File: src/rtl/snap_tmr_pkg.sv
package snap_tmr_pkg;

    localparam int AUX_AW = 12;
    localparam int WORD_W = 32;

    localparam logic [AUX_AW-1:0] ADR_CTRL = 12'h103;
    localparam logic [AUX_AW-1:0] ADR_LO   = 12'h104;
    localparam logic [AUX_AW-1:0] ADR_HI   = 12'h105;

    localparam int EN_BIT = 0;

    typedef enum logic {
        TRK_IDLE,
        TRK_LO_SEEN
    } trk_state_e;

    typedef struct packed {
        logic rd_ctrl;
        logic rd_lo;
        logic rd_hi;
        logic wr_ctrl;
    } aux_hit_s;

    function automatic aux_hit_s decode_hit(input logic [AUX_AW-1:0] a,
                                            input logic rd,
                                            input logic wr);
        aux_hit_s h;
        h.rd_ctrl = rd && (a == ADR_CTRL);
        h.rd_lo   = rd && (a == ADR_LO);
        h.rd_hi   = rd && (a == ADR_HI);
        h.wr_ctrl = wr && (a == ADR_CTRL);
        return h;
    endfunction

endpackage

File: src/rtl/snap_tmr_counter.sv
module snap_tmr_counter
    import snap_tmr_pkg::*;
#(
    parameter int            CW   = 2 * WORD_W,
    parameter logic [CW-1:0] INIT = '0
) (
    input  logic          clk,
    input  logic          rst,
    input  logic          en,
    output logic [CW-1:0] cnt
);

    always_ff @(posedge clk) begin
        if (rst) begin
            cnt <= INIT;
        end else if (en) begin
            cnt <= cnt + CW'(1);
        end
    end

    AST_CNT_STEP: assert property (@(posedge clk) disable iff (rst)
        en |=> (cnt == $past(cnt) + CW'(1)));

    AST_CNT_HOLD: assert property (@(posedge clk) disable iff (rst)
        !en |=> $stable(cnt));

endmodule

File: src/rtl/snap_tmr_tracker.sv
module snap_tmr_tracker
    import snap_tmr_pkg::*;
#(
    parameter int WW = WORD_W
) (
    input  logic          clk,
    input  logic          rst,
    input  aux_hit_s      hit,
    input  logic          irq,
    input  logic [WW-1:0] cnt_hi,
    output logic          ok
);

    trk_state_e    state;
    logic          torn;
    logic [WW-1:0] hi_snap;
    logic          pair_good;

    // A pair is good only if a low read is pending and no tear has been
    // seen. An irq in the high-read cycle also tears, and so does an
    // upper word that moved since the low read.
    always_comb begin
        pair_good = (state == TRK_LO_SEEN) && !torn && !irq
                    && (cnt_hi == hi_snap);
    end

    always_ff @(posedge clk) begin
        if (rst) begin
            state   <= TRK_IDLE;
            torn    <= 1'b0;
            hi_snap <= '0;
            ok      <= 1'b0;
        end else if (hit.rd_lo) begin
            state   <= TRK_LO_SEEN;
            torn    <= 1'b0;
            hi_snap <= cnt_hi;
            ok      <= 1'b0;
        end else if (hit.rd_hi) begin
            state   <= TRK_IDLE;
            torn    <= 1'b0;
            ok      <= pair_good;
        end else if (irq && state == TRK_LO_SEEN) begin
            torn    <= 1'b1;
        end
    end

    AST_OK_FROM_HI: assert property (@(posedge clk) disable iff (rst)
        $rose(ok) |-> $past(hit.rd_hi));

    AST_IRQ_TEARS: assert property (@(posedge clk) disable iff (rst)
        (hit.rd_hi && irq) |=> !ok);

    AST_HI_MOVED: assert property (@(posedge clk) disable iff (rst)
        (hit.rd_hi && state == TRK_LO_SEEN && cnt_hi != hi_snap) |=> !ok);

    AST_LO_RESTARTS: assert property (@(posedge clk) disable iff (rst)
        hit.rd_lo |=> !ok);

    AST_HI_NO_PENDING: assert property (@(posedge clk) disable iff (rst)
        (hit.rd_hi && state == TRK_IDLE) |=> !ok);

endmodule

File: src/rtl/snap_tmr_regif.sv
module snap_tmr_regif
    import snap_tmr_pkg::*;
#(
    parameter  int WW = WORD_W,
    localparam int CW = 2 * WW
) (
    input  logic          clk,
    input  logic          rst,
    input  aux_hit_s      hit,
    input  logic [WW-1:0] wdata,
    input  logic [CW-1:0] cnt,
    input  logic          ok,
    output logic          en,
    output logic [WW-1:0] rdata
);

    logic [WW-1:0] status_word;
    logic [WW-1:0] rd_mux;
    logic          any_rd;

    always_comb begin
        status_word         = '0;
        status_word[WW-1]   = ok;
        status_word[EN_BIT] = en;
    end

    always_comb begin
        any_rd = hit.rd_lo || hit.rd_hi || hit.rd_ctrl;
        rd_mux = '0;
        if (hit.rd_lo) begin
            rd_mux = cnt[WW-1:0];
        end else if (hit.rd_hi) begin
            rd_mux = cnt[CW-1:WW];
        end else if (hit.rd_ctrl) begin
            rd_mux = status_word;
        end
    end

    always_ff @(posedge clk) begin
        if (rst) begin
            en    <= 1'b0;
            rdata <= '0;
        end else begin
            if (hit.wr_ctrl) begin
                en <= wdata[EN_BIT];
            end
            if (any_rd) begin
                rdata <= rd_mux;
            end
        end
    end

    AST_EN_LOAD: assert property (@(posedge clk) disable iff (rst)
        hit.wr_ctrl |=> (en == $past(wdata[EN_BIT])));

    AST_EN_KEEP: assert property (@(posedge clk) disable iff (rst)
        !hit.wr_ctrl |=> $stable(en));

    AST_RDATA_HOLD: assert property (@(posedge clk) disable iff (rst)
        !any_rd |=> $stable(rdata));

endmodule

File: src/rtl/cyc64_snapshot_timer.sv
module cyc64_snapshot_timer
    import snap_tmr_pkg::*;
#(
    parameter  int            WW       = WORD_W,
    localparam int            CW       = 2 * WW,
    parameter  logic [CW-1:0] CNT_INIT = '0
) (
    input  logic              clk,
    input  logic              rst,
    input  logic [AUX_AW-1:0] aux_addr,
    input  logic [WW-1:0]     aux_wdata,
    input  logic              aux_wr,
    input  logic              aux_rd,
    input  logic              irq_taken,
    output logic [WW-1:0]     aux_rdata
);

    aux_hit_s      hit;
    logic          en;
    logic          ok;
    logic [CW-1:0] cnt;

    always_comb begin
        hit = decode_hit(aux_addr, aux_rd, aux_wr);
    end

    snap_tmr_counter #(
        .CW   (CW),
        .INIT (CNT_INIT)
    ) u_counter (
        .clk (clk),
        .rst (rst),
        .en  (en),
        .cnt (cnt)
    );

    snap_tmr_tracker #(
        .WW (WW)
    ) u_tracker (
        .clk    (clk),
        .rst    (rst),
        .hit    (hit),
        .irq    (irq_taken),
        .cnt_hi (cnt[CW-1:WW]),
        .ok     (ok)
    );

    snap_tmr_regif #(
        .WW (WW)
    ) u_regif (
        .clk   (clk),
        .rst   (rst),
        .hit   (hit),
        .wdata (aux_wdata),
        .cnt   (cnt),
        .ok    (ok),
        .en    (en),
        .rdata (aux_rdata)
    );

    AST_ONE_READ_TARGET: assert property (@(posedge clk) disable iff (rst)
        $countones({hit.rd_ctrl, hit.rd_lo, hit.rd_hi}) <= 1);

endmodule

File: config.mk
export PLATFORM = sky130hd
export DESIGN_NAME = cyc64_snapshot_timer
export DESIGN_NICKNAME = d
export VERILOG_FILES = /design/src/rtl/snap_tmr_pkg.sv /design/src/rtl/snap_tmr_counter.sv /design/src/rtl/snap_tmr_tracker.sv /design/src/rtl/snap_tmr_regif.sv /design/src/rtl/cyc64_snapshot_timer.sv
export SDC_FILE = /design/constraint.sdc
export NUM_CORES = 1
export LEC_CHECK = 0
export ABC_AREA = 1
export BUFFER_PORTS_ARGS = -buffer_cell sky130_fd_sc_hd__buf_2
export CELL_PAD_IN_SITES_DETAIL_PLACEMENT = 1
export CELL_PAD_IN_SITES_GLOBAL_PLACEMENT = 1
export CORE_UTILIZATION = 37
export DETAILED_ROUTE_END_ITERATION = 8
export PLACE_DENSITY_LB_ADDON = 0.1
export SKIP_CTS_REPAIR_TIMING = 1
export SLEW_MARGIN = 40
export SYNTH_ARGS = -nofsm -noshare
export SYNTH_HDL_FRONTEND = slang
export SYNTH_HIERARCHICAL = 1
export SYNTH_SLANG_ARGS = --single-unit
File: constraint.sdc
create_clock -name clk -period 1.65 [get_ports clk]
set_input_delay 0.0825 -clock clk [delete_from_list [all_inputs] [get_ports clk]]
set_output_delay 0.0825 -clock clk [all_outputs]
set_load 0.05 [all_outputs]
==> results.json, run 1 <==
{
  "status": "finished, final reports clean",
  "setup-violations-final": 0,
  "whs_ps": 20.26,
  "postSynthAreaPerCell_sq_um": 6.220,
  "ant_nets": 0,
  "post-route-period-util": 0.9631,
  "cts_tree": "yes",
  "syn-num-nets": 1264,
  "grt_pass1_vias": 7781,
  "ff2ff_path_depth": 7,
  "drc": 0,
  "clock_sink_count": 132,
  "hpwl_um": 20950,
  "ys_seq_area_frac": 0.3500,
  "worst-setup-path-type": "flop to flop",
  "synth-seq-cells": 132,
  "slew_violations": 0,
  "min_to": "u_regif/en",
  "yosys_warnings": 6,
  "wire_per_inst_um": 17.11,
  "synth_cells": 1214,
  "seqCellArea_sq_mm": 0.002699,
  "routed_via_density": 4.969,
  "io-pin-count": 81,
  "path_clk_slew_ps": 60,
  "drive_gt1_frac": 0.2235,
  "finalHoldViolations": 0,
  "synth_top_area_share": 0.3500,
  "track_usage": 0.2721,
  "vias": 8074,
  "power_leakage_nw": 4.121,
  "r2r-start": "u_counter/cnt[0]",
  "synthTopCellsByArea": "dfxtp_1 35%, nand2_1 17%, nor2_1 12%, inv_1 7.4%, nand3_1 5.4%",
  "maxCapViolCount": 0,
  "grt_max_degree": 49,
  "drt_first_pass_iters": 5,
  "grt-ovfl-total": 0,
  "whs_path_depth": 4,
  "n_antenna_cell": 0,
  "critPathLaunchType": "flop",
  "grt_pass1_wl_um": 41820,
  "area_growth_pct": 26.50,
  "rows": 51,
  "root_buffer": "clkbuf_16",
  "fmax_ghz": 0.6293,
  "hold_class": "input port to flop",
  "drt_iter0_drc": 385,
  "crit_path_end_kind": "flop",
  "numCtsBuffers": 17,
  "fillerInstances": 2702,
  "max_slew_margin": 0.6556,
  "multi_input_area_sq_mm": 0.004234,
  "synth_area_sq_mm": 0.007551,
  "die_h_um": 144.9,
  "setup_tns_ps": 0,
  "clk_path_buf_depth": 2,
  "min_period_ps": 1589,
  "gp_congestion": 0.8688,
  "p_total_w": 0.007009,
  "crit-reg2reg-capture": "u_counter/cnt[33]",
  "worst_pin_slew_ps": 516.6,
  "ir_worst_vdd_uv": 537.0,
  "rrSetupSlack_ps": 60,
  "io_buffers": 49,
  "antenna_found_initial": 0,
  "synth_cell_type_count": 34,
  "nets": 1397,
  "skew_ps": 11.72,
  "post-route-util": 0.4844,
  "clk_latency_ps": 430,
  "cp_max_fo": 6,
  "power_density_mw_per_mm2": 733.8,
  "initial_core_util": 0.3830,
  "holdCritStartpoint": "aux_wr",
  "core_region_area_sq_mm": 0.01972,
  "wirelength_um": 27810,
  "cts.htree.levels": 4,
  "arrival_ps": 1900,
  "die_width_um": 144.9,
  "worstPathRequired_ps": 1960,
  "synth_top_area_cell": "dfxtp_1",
  "fp.dieArea_sq_mm": 0.02098
}
logic make-up (layout without fill, tap and decap cells):
logic type                 count (synthesis)  count (layout)  share of synthesized area
AOI/OAI and AO/OA                        119             119                    0.08881
xor gates and xnor gates                  23              23                    0.02668
adders and majority gates                  1               1                   0.001657
buffers and inverters                    193             339                     0.1085
DFF                                      132             132                     0.3500
and+or+nand+nor                          746             746                     0.4244
power breakdown:
group          internal, W  switching (W)
logic            0.0000493      0.0000960
clock network      0.00208        0.00160
registers          0.00318    0.000000108
placed cells by master (no fill, tap or decap), types with 4 or more instances in the layout:
master	n
nor2_4	24
a211oi_1	24
a21oi_1	70
nor2_1	231
buf_2	49
inv_2	7
nor3_1	7
dfxtp_2	33
nand2_2	12
buf_4	93
nand4_1	12
o21ai_0	17
dfxtp_1	95
xnor2_1	13
inv_1	147
nand3_1	77
dfxtp_4	4
buf_12	8
xor2_1	10
nand3_2	6
clkinvlp_4	7
nor2_2	28
nand2_1	330
clkbuf_16	18
Yosys cell counts (all sizes together):
master    n
nand2   344
nor2    285
inv     154
dfxtp   132
nand3    83
a21oi    70
buf      31
a211oi   24
o21ai    19
xnor2    13
nand4    12
xor2     10
clkbuf    8
nor3      8
and2      3
and3      3
nand3b    3
o21a      3
o21bai    3
or2       2
ha        1
nor3b     1
nor4      1
or3b      1
layer usage:
layer,wire (um),global-route usage,part of all wire
met5,0,0,0
met4,518,0.08643,0.019
met3,1022,0.03389,0.037
met2,12660,0.4499,0.46
met1,13610,0.3665,0.49
worst max-delay path, cell delays in order, from the launching register on:
cell	delay, ps
dfxtp_1	350
buf_4	150
nand3_1	90
nor2_2	200
nand2_1	150
nand3b_1	260
xor2_1	220
nor2_1	50
layout make-up:
class | instances | share of cell area
Multi-Input combinational cell | 889 | 0.4433
Sequential cell | 132 | 0.2826
Timing Repair Buffer | 153 | 0.1203
Inverter | 154 | 0.06052
Clock buffer | 18 | 0.04493
Tap cell | 265 | 0.03471
Clock inverter | 14 | 0.01375
state kept, by name, summed over array words and instances, names as in the netlist:
name               flops
u_tracker/ok           1
u_regif/en             1
u_tracker/hi_snap     32
u_counter/cnt         64
u_regif/rdata         32
u_tracker/state        1
u_tracker/torn         1
stage by stage:
step	worst slack, ps	std cells	instance area (sq um)
5_1_grt	-27.25	1625	9552
4_1_cts	-139.2	1613	9248
3_5_place_dp	-84.45	1581	8687
6_report	60.89	1625	9552
2_1_floorplan	229.2	1214	7551
3_3_place_gp	-6.309	1581	8687
how the worst max path moves through the flow:
stage	startpoint	end	slack, ps
2_1_floorplan	u_counter/cnt[0]	u_counter/cnt[52]	230
3_3_place_gp	u_counter/cnt[10]	u_counter/cnt[55]	-6
3_5_place_dp	u_counter/cnt[24]	u_counter/cnt[56]	-80
4_1_cts	u_counter/cnt[24]	u_counter/cnt[56]	-140
5_1_grt	u_counter/cnt[0]	u_counter/cnt[16]	-30
6_report	u_counter/cnt[0]	u_counter/cnt[33]	60
Note: power is estimated with default switching activity, not from simulation.
==> run 2, diff against run 1 <==
CORE_UTILIZATION = 41   (was 37)
SLEW_MARGIN = 5   (was 40)
==> run 2 against run 1 <==
Sequential share of layout area down 0.52 points; combinational power shrank 3%; sequential power about the same; non-clock buffer count increased by 25; worst setup slack got worse by 38 ps; largest power group unchanged.
==> results.json, run 2 (same netlist as run 1, synthesis figures left out) <==
{
  "finalHoldViolations": 0,
  "antenna_found_initial": 0,
  "post-route-period-util": 0.9862,
  "worstPathRequired_ps": 1960,
  "grt_pass1_wl_um": 41840,
  "initial_core_util": 0.4189,
  "largest-register": "u_counter/cnt",
  "worst-setup-path-type": "flop to flop",
  "clk_path_buf_depth": 2,
  "place_worst_setup_slack_ps": -68.69,
  "cts.htree.levels": 4,
  "clock_sink_count": 132,
  "area_growth_pct": 30.12,
  "setup_tns_ps": 0,
  "io-pin-count": 81,
  "gp_congestion": 0.8885,
  "hold_class": "input port to flop",
  "die_width_um": 137.7,
  "crit_start": "u_counter/cnt[9]",
  "multi_input_area_sq_mm": 0.004274,
  "grt_max_degree": 57,
  "vias": 8301,
  "rsz0062_at_grt": "true",
  "slew_violations": 0,
  "drive_gt1_frac": 0.2498,
  "io_buffers": 49,
  "min_period_ps": 1627,
  "drt_iter0_drc": 546,
  "grt_pass1_vias": 7886,
  "crit_path_end_kind": "flop",
  "rows": 49,
  "core_region_area_sq_mm": 0.01802,
  "rrSetupSlack_ps": 20,
  "path_clk_slew_ps": 60,
  "cp_max_fo": 5,
  "cpLargestDelayFamily": "simple AND/OR/NAND/NOR gates",
  "crit-reg2reg-capture": "u_counter/cnt[46]",
  "maxCapViolCount": 0,
  "fmax_ghz": 0.6146,
  "power_density_mw_per_mm2": 767.9,
  "p_total_w": 0.007545,
  "root_buffer": "clkbuf_16",
  "n_antenna_cell": 0,
  "drt_first_pass_iters": 7,
  "grt-ovfl-total": 0,
  "hpwl_um": 20510,
  "track_usage": 0.2960,
  "final.setup.worst_slack_ps": 22.81,
  "r2r-start": "u_counter/cnt[9]",
  "max_slew_margin": 0.6898,
  "dp.cells": 1570,
  "crit_end": "u_counter/cnt[46]",
  "clk_latency_ps": 420,
  "drc": 0,
  "cp.depth": 9,
  "critPathLaunchType": "flop",
  "power_leakage_nw": 4.335,
  "wire_per_inst_um": 17.63,
  "worst_pin_slew_ps": 465.3,
  "routed_via_density": 5.143,
  "fillerInstances": 2468,
  "largest_reg_flops": 64,
  "ff2ff_path_depth": 9,
  "seqCellArea_sq_mm": 0.002725,
  "cts_tree": "yes",
  "skew_ps": 9.428,
  "ant_nets": 0,
  "ir_worst_vdd_uv": 744.3,
  "numCtsBuffers": 17,
  "final_cell_mix": "328 x nand2_1, 226 x nor2_1, 147 x inv_1, 120 x buf_4, 88 x dfxtp_1",
  "path_cells": "nand2_1 -> nor2_1 -> nand2_1 -> nor2_1 -> nand2_1 -> nor2_4 -> nand3_1 -> nand2_1 -> nor2_1",
  "layout.cells.non_filler": 1614,
  "cp.buffers_inverters": 0,
  "nets": 1422,
  "cp_common_cell": "nand2_1",
  "die_h_um": 137.7,
  "final_common_cell": "nand2_1",
  "wirelength_um": 28460,
  "top_regs": "u_counter/cnt x64, u_regif/rdata x32, u_tracker/hi_snap x32",
  "status": "finished, final reports clean",
  "max_stage_delay_ps": 390,
  "fp.dieArea_sq_mm": 0.01896,
  "setup-violations-final": 0,
  "arrival_ps": 1930,
  "slowest_stage": "dfxtp_2"
}
run 2: cell types whose count changed in the layout (fill, tap and decap cells not counted), sizes merged:
cell / previous run / this run
buf: 150 / 176
clkinvlp: 7 / 1
bufinv: 1 / 4
clkbuf: 19 / 22
inv: 156 / 154
clkinv: 4 / 5
run 2: worst min-delay path by stage:
| stage | start | end | slack (ps) | depth (start not counted) |
|---|---|---|---|---|
| floorplan | aux_wdata[0] | u_regif/en | 210 | 2 |
| global placement | irq_taken | u_tracker/torn | 340 | 3 |
| detailed placement | aux_wdata[0] | u_regif/en | 330 | 3 |
| CTS | aux_wdata[0] | u_regif/en | -100 | 3 |
| global route | aux_wr | u_regif/en | 80 | 4 |
| finish | aux_wr | u_regif/en | 10 | 4 |
run 2: report_power, final:
part           total, W  switching, W  internal (W)
Combinational  0.000141     0.0000934     0.0000473
Clock           0.00424       0.00153       0.00271
Sequential      0.00317   0.000000106       0.00317
run 2: through the flow:
step,utilization,cell area (sq um),hold WS [ps]
3_5_place_dp,0.4892,8817,332.4
4_1_cts,0.5255,9473,-104.9
6_report,0.5451,9826,10.92
2_1_floorplan,-,7551,209.5
5_1_grt,0.5451,9826,79.03
3_3_place_gp,0.4892,8817,339.9
run 2: area by class of cell:
cell class,count,share of cell area
well taps,229,0.02916
repair buffers,178,0.1329
clock buffers,22,0.04928
flip-flops and latches,132,0.2773
multi-input cells,889,0.4350
inverters,154,0.05883
clock inverters,10,0.01745
run 2: worst min-delay path: stages:
cell and delay [ps]:
buf_2 80, inv_1 30, nor2_1 120, a21oi_1 80
run 2: metal layers:
| metal | vias to the layer above | share of wire | GRT usage |
|---|---|---|---|
| met5 | - | 0 | 0 |
| met4 | 0 | 0.024 | 0.1147 |
| met3 | 43 | 0.045 | 0.03642 |
| met2 | 212 | 0.47 | 0.4866 |
| met1 | 3968 | 0.46 | 0.3929 |
| li1 | 4078 | - | - |
==> run 3, diff against run 2 <==
CORE_ASPECT_RATIO = 0.75   (was not set)
CORE_MARGIN = 2   (was not set)
==> run 3 against run 2 <==
The run now ends with negative setup slack left; clock skew increased by 1.0 ps; cell area fell by 2.9%; combinational power is essentially flat; final cell count is 1.4% lower; power shrank 4.1%; critical path type unchanged; core utilization fell by 1.1 points; via count shrank 1.2%; non-clock buffer count down 35; count of clock-buffer cells in the layout is 5 lower; maximum frequency is 1.4% lower.
==> results.json, run 3 (same netlist as run 1, synthesis figures left out) <==
{
  "rows": 42,
  "final_cell_mix": "323 x nand2_1, 222 x nor2_1, 147 x inv_1, 89 x dfxtp_1, 84 x buf_4",
  "root_buffer": "clkbuf_16",
  "max_stage_delay_ps": 380,
  "worst-setup-path-type": "flop to flop",
  "area_growth_pct": 26.35,
  "hold_class": "input port to flop",
  "initial_core_util": 0.4226,
  "die_width_um": 160.7,
  "path_clk_slew_ps": 70,
  "final.setup.worst_slack_ps": -0.9712,
  "cts_tree": "yes",
  "pwr-share-seq": 0.437,
  "nets": 1387,
  "clk_latency_ps": 430,
  "n_antenna_cell": 0,
  "skew_ps": 10.44,
  "vias": 8202,
  "power.internal_w": 0.005482,
  "worst_pin_slew_ps": 457.8,
  "max_slew_margin": 0.6948,
  "cp_common_cell": "nand2_1",
  "power_density_mw_per_mm2": 758.5,
  "ant_nets": 0,
  "grt_pass1_vias": 7894,
  "post-route-period-util": 1.001,
  "gp_congestion": 0.9307,
  "arrival_ps": 2010,
  "drt_first_pass_iters": 5,
  "slew_violations": 0,
  "post-route-util": 0.5340,
  "p_total_w": 0.007236,
  "critPathLaunchType": "flop",
  "largest-register": "u_counter/cnt",
  "status": "finished with violations",
  "die_h_um": 121.5,
  "combPwrFrac": 0.020,
  "rrSetupSlack_ps": -1,
  "clock_sink_count": 132,
  "numCtsBuffers": 17,
  "grt-ovfl-total": 0,
  "track_usage": 0.2871,
  "io_buffers": 49,
  "path_cells": "nand2_1 -> nor2_2 -> nand3_1 -> nor2_4 -> buf_4 -> nand2_1 -> o21bai_1 -> inv_1 -> nor2_1",
  "clk_path_buf_depth": 2,
  "fmax_ghz": 0.6057,
  "drive_gt1_frac": 0.2348,
  "finalHoldViolations": 0,
  "drt_iter0_drc": 642,
  "clkPwrFrac": 0.543,
  "setup_tns_ps": -0.9712,
  "top_regs": "u_counter/cnt x64, u_regif/rdata x32, u_tracker/hi_snap x32",
  "largest_reg_flops": 64,
  "cts.htree.levels": 4,
  "grt_pass1_wl_um": 42880,
  "hpwl_um": 20450,
  "failed_checks": "negative setup slack",
  "drc": 0,
  "crit_path_end_kind": "flop",
  "wire_per_inst_um": 17.52,
  "final_cell_area_sq_mm": 0.009540,
  "net-switching-power_w": 0.001754,
  "routed_via_density": 5.152,
  "whs_ps": 28.31,
  "ir_worst_vdd_uv": 592.4,
  "wirelength_um": 27880,
  "slowest_stage": "dfxtp_1",
  "maxCapViolCount": 0,
  "power.share.switching": 0.2424,
  "io-pin-count": 81,
  "worstPathRequired_ps": 2010,
  "placed_area_sq_mm": 0.008593,
  "cp_max_fo": 6,
  "min_period_ps": 1651,
  "setup-violations-final": 1,
  "antenna_found_initial": 0,
  "final_common_cell": "nand2_1",
  "grt_max_degree": 51,
  "core_region_area_sq_mm": 0.01787,
  "power_leakage_nw": 4.109,
  "fp.dieArea_sq_mm": 0.01953
}
## run 3: changes by cell type in the layout (fill, tap and decap cells not counted), sizes merged
| cell | change |
|---|---|
| buf | -36 |
| bufinv | -2 |
| clkbuf | -4 |
| clkinv | -3 |
| clkinvlp | +3 |
| inv | +7 |
## run 3: final timing paths
kind	depth (start not counted)	from	endpoint
setup / recovery	9	u_counter/cnt[4]	u_counter/cnt[48]
hold / removal	4	aux_wr	u_regif/en
setup reg to reg	9	u_counter/cnt[4]	u_counter/cnt[48]
hold reg to reg	1	u_counter/cnt[7]	u_counter/cnt[7]
## run 3: power groups by stage
stage          Clock [W]  Combinational (W)  Sequential (W)
4_1_cts          0.00399           0.000139         0.00319
2_1_floorplan          0          0.0000776         0.00326
3_5_place_dp           0           0.000138         0.00326
5_1_grt          0.00412           0.000158         0.00316
6_report         0.00393           0.000142         0.00316
3_3_place_gp           0           0.000135         0.00326
## run 3: layer usage
| metal | wire length [um] | global-route usage |
|---|---|---|
| met4 | 419 | 0.07757 |
| met3 | 2180 | 0.05126 |
| met1 | 13260 | 0.4135 |
| met2 | 12020 | 0.4437 |
| met5 | 0 | 0 |
## run 3: layout make-up
| class | count | area [sq um] |
|---|---|---|
| fillers | 2488 | 8327 |
| multi-input cells | 889 | 4287 |
| flip-flops and latches | 132 | 2729 |
| repair buffers | 143 | 1044 |
| inverters | 154 | 581.8 |
| clock buffers | 17 | 425.4 |
| well taps | 242 | 302.8 |
| clock inverters | 15 | 171.4 |
## run 3: worst max-delay path: cells and delay by family (launching register included)
kind	cells	cell delay, ps
AOI/OAI and AO/OA	1	120
DFF	1	380
buffers and inverters	2	250
and+or+nand+nor	6	800
## run 3: stage by stage
stage / instances / setup WS (ps)
2_1_floorplan: 1214 / 229.2
3_5_place_dp: 1551 / -20.65
3_3_place_gp: 1551 / 16.66
5_1_grt: 1592 / -63.57
4_1_cts: 1583 / -133.2
6_report: 1592 / -0.9712
